$ cat config.mk
export PLATFORM = sky130hd
export DESIGN_NAME = rcs_status_top
export DESIGN_NICKNAME = d
export VERILOG_FILES = /design/src/rtl/rcs_pkg.sv /design/src/rtl/rcs_bor_gate.sv /design/src/rtl/rcs_evt_arb.sv /design/src/rtl/rcs_sleep_flags.sv /design/src/rtl/rcs_pcon_reg.sv /design/src/rtl/rcs_status_top.sv
export SDC_FILE = /design/constraint.sdc
export NUM_CORES = 1
export LEC_CHECK = 0
export ABC_AREA = 1
export BUFFER_PORTS_ARGS = -buffer_cell sky130_fd_sc_hd__buf_2
export CELL_PAD_IN_SITES_DETAIL_PLACEMENT = 1
export CELL_PAD_IN_SITES_GLOBAL_PLACEMENT = 1
export CORE_ASPECT_RATIO = 1.25
export CORE_MARGIN = 2
export CORE_UTILIZATION = 25
export CTS_CLUSTER_SIZE = 28
export DETAILED_ROUTE_END_ITERATION = 10
export HOLD_SLACK_MARGIN = 0.06
export PLACE_DENSITY = 0.77
export REMOVE_ABC_BUFFERS = 1
export SYNTH_ARGS = -nofsm -noshare
export SYNTH_HDL_FRONTEND = slang
export SYNTH_HIERARCHICAL = 1
export SYNTH_SLANG_ARGS = --single-unit
$ cat constraint.sdc
create_clock -name clk -period 1.5 [get_ports clk]
set_input_delay 0.15 -clock clk [delete_from_list [all_inputs] [get_ports clk]]
set_output_delay 0.15 -clock clk [all_outputs]
set_load 0.05 [all_outputs]
$ cat src/rtl/rcs_pkg.sv
package rcs_pkg;

  localparam int POS_BOR  = 0;
  localparam int POS_POR  = 1;
  localparam int POS_SBOR = 4;
  localparam int POS_ULP  = 5;

  localparam logic [1:0] BORM_OFF = 2'b00;
  localparam logic [1:0] BORM_SW  = 2'b01;
  localparam logic [1:0] BORM_RUN = 2'b10;
  localparam logic [1:0] BORM_ON  = 2'b11;

  typedef enum logic [3:0] {
    EV_NONE,
    EV_BOR,
    EV_WDT_WAKE,
    EV_WDT_RST,
    EV_MCLR_RUN,
    EV_MCLR_SLP,
    EV_WAKE_RST,
    EV_CLRWDT,
    EV_SLEEP
  } rcs_evt_e;

  function automatic logic evt_blocks_write(rcs_evt_e e);
    case (e)
      EV_BOR, EV_WDT_WAKE, EV_WDT_RST,
      EV_MCLR_RUN, EV_MCLR_SLP, EV_WAKE_RST: evt_blocks_write = 1'b1;
      default:                               evt_blocks_write = 1'b0;
    endcase
  endfunction

endpackage

$ cat src/rtl/rcs_bor_gate.sv
module rcs_bor_gate
  import rcs_pkg::*;
(
  input  logic [1:0] bor_mode,
  input  logic       sboren,
  input  logic       asleep,
  input  logic       bor_evt,
  output logic       bor_armed,
  output logic       bor_live
);

  always_comb begin
    case (bor_mode)
      BORM_ON:  bor_armed = 1'b1;
      BORM_RUN: bor_armed = ~asleep;
      BORM_SW:  bor_armed = sboren;
      default:  bor_armed = 1'b0;
    endcase
  end

  assign bor_live = bor_evt & bor_armed;

endmodule

$ cat src/rtl/rcs_evt_arb.sv
module rcs_evt_arb
  import rcs_pkg::*;
(
  input  logic     bor_live,
  input  logic     wdt_wake_evt,
  input  logic     wdt_rst_evt,
  input  logic     mclr_evt,
  input  logic     mclr_in_sleep,
  input  logic     wake_rst_evt,
  input  logic     clrwdt_evt,
  input  logic     sleep_evt,
  input  logic     wr_en,
  output rcs_evt_e evt,
  output logic     wr_ok
);

  always_comb begin
    if (bor_live)          evt = EV_BOR;
    else if (wdt_wake_evt) evt = EV_WDT_WAKE;
    else if (wdt_rst_evt)  evt = EV_WDT_RST;
    else if (mclr_evt)     evt = mclr_in_sleep ? EV_MCLR_SLP : EV_MCLR_RUN;
    else if (wake_rst_evt) evt = EV_WAKE_RST;
    else if (clrwdt_evt)   evt = EV_CLRWDT;
    else if (sleep_evt)    evt = EV_SLEEP;
    else                   evt = EV_NONE;
  end

  assign wr_ok = wr_en & ~evt_blocks_write(evt);

endmodule

$ cat src/rtl/rcs_sleep_flags.sv
module rcs_sleep_flags
  import rcs_pkg::*;
(
  input  logic     clk,
  input  logic     por_n,
  input  rcs_evt_e evt,
  output logic     to_q,
  output logic     pd_q,
  output logic     asleep_q
);

  always_ff @(posedge clk or negedge por_n) begin
    if (!por_n) begin
      to_q     <= 1'b1;
      pd_q     <= 1'b1;
      asleep_q <= 1'b0;
    end else begin
      case (evt)
        EV_BOR: begin
          to_q     <= 1'b1;
          pd_q     <= 1'b1;
          asleep_q <= 1'b0;
        end
        EV_WDT_WAKE: begin
          to_q     <= 1'b0;
          pd_q     <= 1'b0;
          asleep_q <= 1'b0;
        end
        EV_WDT_RST: begin
          to_q     <= 1'b0;
          asleep_q <= 1'b0;
        end
        EV_MCLR_RUN: begin
          asleep_q <= 1'b0;
        end
        EV_MCLR_SLP, EV_WAKE_RST: begin
          to_q     <= 1'b1;
          pd_q     <= 1'b0;
          asleep_q <= 1'b0;
        end
        EV_CLRWDT: begin
          to_q <= 1'b1;
          pd_q <= 1'b1;
        end
        EV_SLEEP: begin
          to_q     <= 1'b1;
          pd_q     <= 1'b0;
          asleep_q <= 1'b1;
        end
        default: ;
      endcase
    end
  end

endmodule

$ cat src/rtl/rcs_pcon_reg.sv
module rcs_pcon_reg
  import rcs_pkg::*;
#(
  parameter int   REG_W         = 8,
  parameter logic BOR_AFTER_POR = 1'b0
) (
  input  logic             clk,
  input  logic             por_n,
  input  rcs_evt_e         evt,
  input  logic             wr_ok,
  input  logic [REG_W-1:0] wr_data,
  output logic [REG_W-1:0] rd,
  output logic             sboren
);

  logic ulp_q, sbor_q, por_q, bor_q;
  logic unused_wr;

  assign unused_wr = ^wr_data;

  always_ff @(posedge clk or negedge por_n) begin
    if (!por_n) begin
      ulp_q  <= 1'b0;
      sbor_q <= 1'b1;
      por_q  <= 1'b0;
      bor_q  <= BOR_AFTER_POR;
    end else if (evt == EV_BOR) begin
      ulp_q  <= 1'b0;
      sbor_q <= 1'b1;
      bor_q  <= 1'b0;
    end else if (wr_ok) begin
      ulp_q  <= wr_data[POS_ULP];
      sbor_q <= wr_data[POS_SBOR];
      if (wr_data[POS_POR]) por_q <= 1'b1;
      if (wr_data[POS_BOR]) bor_q <= 1'b1;
    end
  end

  for (genvar i = 0; i < REG_W; i++) begin : g_rd
    if (i == POS_ULP) begin : g_ulp
      assign rd[i] = ulp_q;
    end else if (i == POS_SBOR) begin : g_sbor
      assign rd[i] = sbor_q;
    end else if (i == POS_POR) begin : g_por
      assign rd[i] = por_q;
    end else if (i == POS_BOR) begin : g_bor
      assign rd[i] = bor_q;
    end else begin : g_zero
      assign rd[i] = 1'b0;
    end
  end

  assign sboren = sbor_q;

endmodule

$ cat src/rtl/rcs_status_top.sv
module rcs_status_top
  import rcs_pkg::*;
#(
  parameter int   REG_W         = 8,
  parameter logic BOR_AFTER_POR = 1'b0
) (
  input  logic             clk,
  input  logic             por_n,
  input  logic [1:0]       bor_mode,
  input  logic             bor_evt,
  input  logic             wdt_rst_evt,
  input  logic             wdt_wake_evt,
  input  logic             mclr_evt,
  input  logic             mclr_in_sleep,
  input  logic             wake_rst_evt,
  input  logic             sleep_evt,
  input  logic             clrwdt_evt,
  input  logic             wr_en,
  input  logic [REG_W-1:0] wr_data,
  output logic [REG_W-1:0] pcon_rd,
  output logic             stat_to,
  output logic             stat_pd,
  output logic             bor_armed
);

  rcs_evt_e evt;
  logic     bor_live, wr_ok, sboren, asleep;

  rcs_bor_gate u_gate (
    .bor_mode  (bor_mode),
    .sboren    (sboren),
    .asleep    (asleep),
    .bor_evt   (bor_evt),
    .bor_armed (bor_armed),
    .bor_live  (bor_live)
  );

  rcs_evt_arb u_arb (
    .bor_live      (bor_live),
    .wdt_wake_evt  (wdt_wake_evt),
    .wdt_rst_evt   (wdt_rst_evt),
    .mclr_evt      (mclr_evt),
    .mclr_in_sleep (mclr_in_sleep),
    .wake_rst_evt  (wake_rst_evt),
    .clrwdt_evt    (clrwdt_evt),
    .sleep_evt     (sleep_evt),
    .wr_en         (wr_en),
    .evt           (evt),
    .wr_ok         (wr_ok)
  );

  rcs_sleep_flags u_flags (
    .clk      (clk),
    .por_n    (por_n),
    .evt      (evt),
    .to_q     (stat_to),
    .pd_q     (stat_pd),
    .asleep_q (asleep)
  );

  rcs_pcon_reg #(
    .REG_W         (REG_W),
    .BOR_AFTER_POR (BOR_AFTER_POR)
  ) u_pcon (
    .clk     (clk),
    .por_n   (por_n),
    .evt     (evt),
    .wr_ok   (wr_ok),
    .wr_data (wr_data),
    .rd      (pcon_rd),
    .sboren  (sboren)
  );

endmodule

==> summary.md <==
| Metric | Value |
|---|---|
| Layout net count | `159` |
| Synthesized cell area | `613 sq um` |
| Hold Crit Class | `primary input to flip-flop` |
| Met2 Use GR | `0.250` |
| Post-Synth XOR/XNOR Area | `0` |
| Final Max Slew Viols | `0` |
| Max Fclk | `approximately 580 MHz` |
| Largest net degree at the start of global routing | `8` |
| Vias/cell | `~4.3` |
| EDFF count, synth | `0` |
| Post-synth top cells | `nand2_1, inv_1, nor2_1, buf_4, nand3_1` |
| Die H | `59.4 microns` |
| Maximum VDD drop | `around 0.50 mV` |
| Max-slew headroom | `0.668` |
| Worst setup SP type | `flip-flop` |
| Layout cells sized above 1 | `0.460` |
| Placed cells | `~160` |
| First-pass DRT Iterations | `4` |
| P&R area growth vs syn | `51.8%` |
| Met3 usage | `0.0274` |
| Global-route wire length before repair | `between 2000 and 3000 microns` |
| Final non-filler cell total | `170` |
| Post-synthesis mux area share | `0` |
| Worst EP arrival | `~1900 ps` |
| Clock root cell | `clkbuf_4` |
| DRC Markers | `0` |
| Worst-margin pin slew | `a little under 500 ps` |
| Fin. Hold Viols | `0` |
| CP Capture Type | `flip-flop` |
| Detailed Place HPWL | `1460 microns` |
| Rows | `20` |
| Worst Path Required | `about 1700 ps` |
| Synth Register Bits | `7` |
| Post-DP Area | `between 700 and 800 sq um` |
| # H-tree levels | `1` |
| GPL Wtd Cong | `about 0.79` |
| Core Region | `roughly 2400 sq um` |
| Port bufs | `23` |
| Synth area leaders | `nand2_1, dfrtp_1, dfstp_2` |
| IO Count | `32` |
| Detailed Route WL | `1840 microns` |
| TNS Setup | `-1270 ps` |
| Synthesized instance count | `105` |
| DRT iter0 DRCs | `9` |
| CP Max Fanout | `5` |
| Cell Pwr Density | `between 900 and 1000 nW/um^2` |
| Violated checks | `setup timing` |
| Static leakage | `about 0.54 nW` |
| Met1 Track Usage GR | `0.122` |
| TritonCTS Buffers | `3` |
| Die area | `about 2900 sq um` |
| Total Power | `just over 0.9 mW` |
| CTS tree | `built` |
| Post-layout min period | `roughly 1700 ps` |
| Main synth FF type | `dfrtp_1` |
| Synth unique cells | `15` |
| DR vias | `730` |
| Sequential area share after synthesis | `0.292` |
| Synth Area in Simple Gates | `0.416` |
| Grt total ovfl | `0` |
| Status | `complete, but fails checks` |
| Post-Synth Adder-Cell Area | `0` |
| Total track usage | `0.126` |
| Final setup fails | `7` |
| Wire length per cell | `roughly 11 microns` |
| Die Width | `48.3 microns` |
| Initial Util | `0.258` |
| Busiest grt layer | `met2` |
| RSZ-0062 raised after global routing | `true` |
| Design area | `about 930 sq um` |
| Clock buffer depth | `2` |
| Worst-path clk slew | `about 60 ps` |
| Crit Path Category | `flip-flop to flip-flop` |
| Initial antenna violation count | `0` |
| Setup ws final | `-229 ps` |
| Cell with the most instances after synthesis | `nand2_1` |
| Mean post-synth cell area | `between 5 and 6 sq um` |
| Worst Skew | `~1.5 ps` |
| Max-cap violations | `0` |
| Diode count | `0` |
| Compound-Gate Fraction of Synth Area | `0.0592` |
| Antenna Nets Post-Route | `0` |
| Main combinational cell family by area after synthesis | `simple AND/OR/NAND/NOR gates` |
| Crit share post-route | `1.15` |
| Sink Count | `7` |
| Synth warn | `6` |
| Post-synth top area cell | `nand2_1` |
| # fillers | `between 300 and 400` |
| Top cell type's share of synthesized area | `0.208` |
| Vias in the first global route | `between 700 and 800` |
| Asr flop ratio synth | `1.00` |
| Clock latency on the worst-skew pair | `260 ps` |
| Smallest hold slack | `129 ps` |
[power by group]
| part | internal (mW) | leakage, nW | switching (mW) | total, mW |
|---|---|---|---|---|
| clock | 0.0979 | 0.0177 | 0.0794 | 0.177 |
| combinational | 0.155 | 0.440 | 0.335 | 0.490 |
| sequential | 0.242 | 0.0810 | 0.0205 | 0.262 |
[path summary, 6_finish.rpt]
path | from | to | slack, ps | cells past startpoint
worst max-delay path | u_pcon/sboren$_DFFE_PN1P_ | u_pcon/ulp_q$_DFFE_PN0P_ | -230 | 13
worst min-delay path | wr_data[4] | u_pcon/sboren$_DFFE_PN1P_ | 130 | 3
worst max register to register | u_pcon/sboren$_DFFE_PN1P_ | u_pcon/ulp_q$_DFFE_PN0P_ | -230 | 13
worst min register to register | u_pcon/por_q$_DFFE_PN0P_ | u_pcon/por_q$_DFFE_PN0P_ | 470 | 2
max in group asynchronous | por_n | u_flags/to_q$_DFFE_PN1P_ | 1010 | 2
min in group asynchronous | por_n | u_pcon/bor_q$_DFFE_PN0P_ | 260 | 2
[per-layer routing]
| metal | routed length, microns | share of wire | vias to the layer above |
|---|---|---|---|
| li1 | - | - | 359 |
| met1 | 672 | 0.36 | 347 |
| met2 | 1070 | 0.58 | 22 |
| met3 | 82 | 0.045 | 2 |
| met4 | 14 | 0.0076 | 0 |
| met5 | 0 | 0 | - |
[through the flow]
stage	worst slack [ps]	utilization
2_1_floorplan	-281	-
3_3_place_gp	-265	0.328
3_5_place_dp	-322	0.328
4_1_cts	-206	0.356
5_1_grt	-361	0.392
6_report	-229	0.392
[worst max-delay path, stage by stage (launching register included)]
cell and delay (ps):
dfstp_2 530, or2_1 120, nand2_2 80, nor2_4 130, buf_6 120, a31oi_2 30, nor2_1 130, nor2_2 70
nor2_4 170, inv_2 60, nand2_1 50, nand2_1 50, nand2_1 60, inv_1 40
[cell usage in the layout, fill, tap and decap left out, drive strengths merged]
master,Yosys,routed
a21oi,5,5
nand3,7,7
buf,8,31
inv,21,21
or2,1,1
clkinv,0,1
a31oi,1,1
clkbuf,0,4
dlygate4sd3,0,1
dfrtp,4,4
conb,1,4
nor2,19,19
nand2,34,34
o21ai,1,1
dfstp,3,3
[final cells by class]
type                    instances  area [sq um]  share of cell area
clock buffers                   3          22.5              0.0242
clock inverters                 1          5.00             0.00538
inverters                      21          78.8              0.0847
multi-input cells              72           389               0.418
flip-flops and latches          7           179               0.192
well taps                      33          41.3              0.0444
repair buffers                 33           215               0.231
[registers in the layout, indices dropped and copies added (netlist names)]
| name | count |
|---|---|
| u_flags/asleep_q | 1 |
| u_flags/pd_q | 1 |
| u_flags/to_q | 1 |
| u_pcon/bor_q | 1 |
| u_pcon/por_q | 1 |
| u_pcon/sboren | 1 |
| u_pcon/ulp_q | 1 |
[timing repair]
item | CTS | global route
buffers inserted | 0 | 1
hold buffers | 1 | 0
resized for setup | 9 | 18
pin swaps | 3 | 12
endpoints found under the setup margin | 7 | 7
hold endpoints to repair | 7 | 0
[logic make-up after synthesis]
group | count (synthesis)
simple gates | 61
buf+inv | 29
compound gates | 7
flops | 7
other cells | 1
Power figures use the tool's default switching activity.
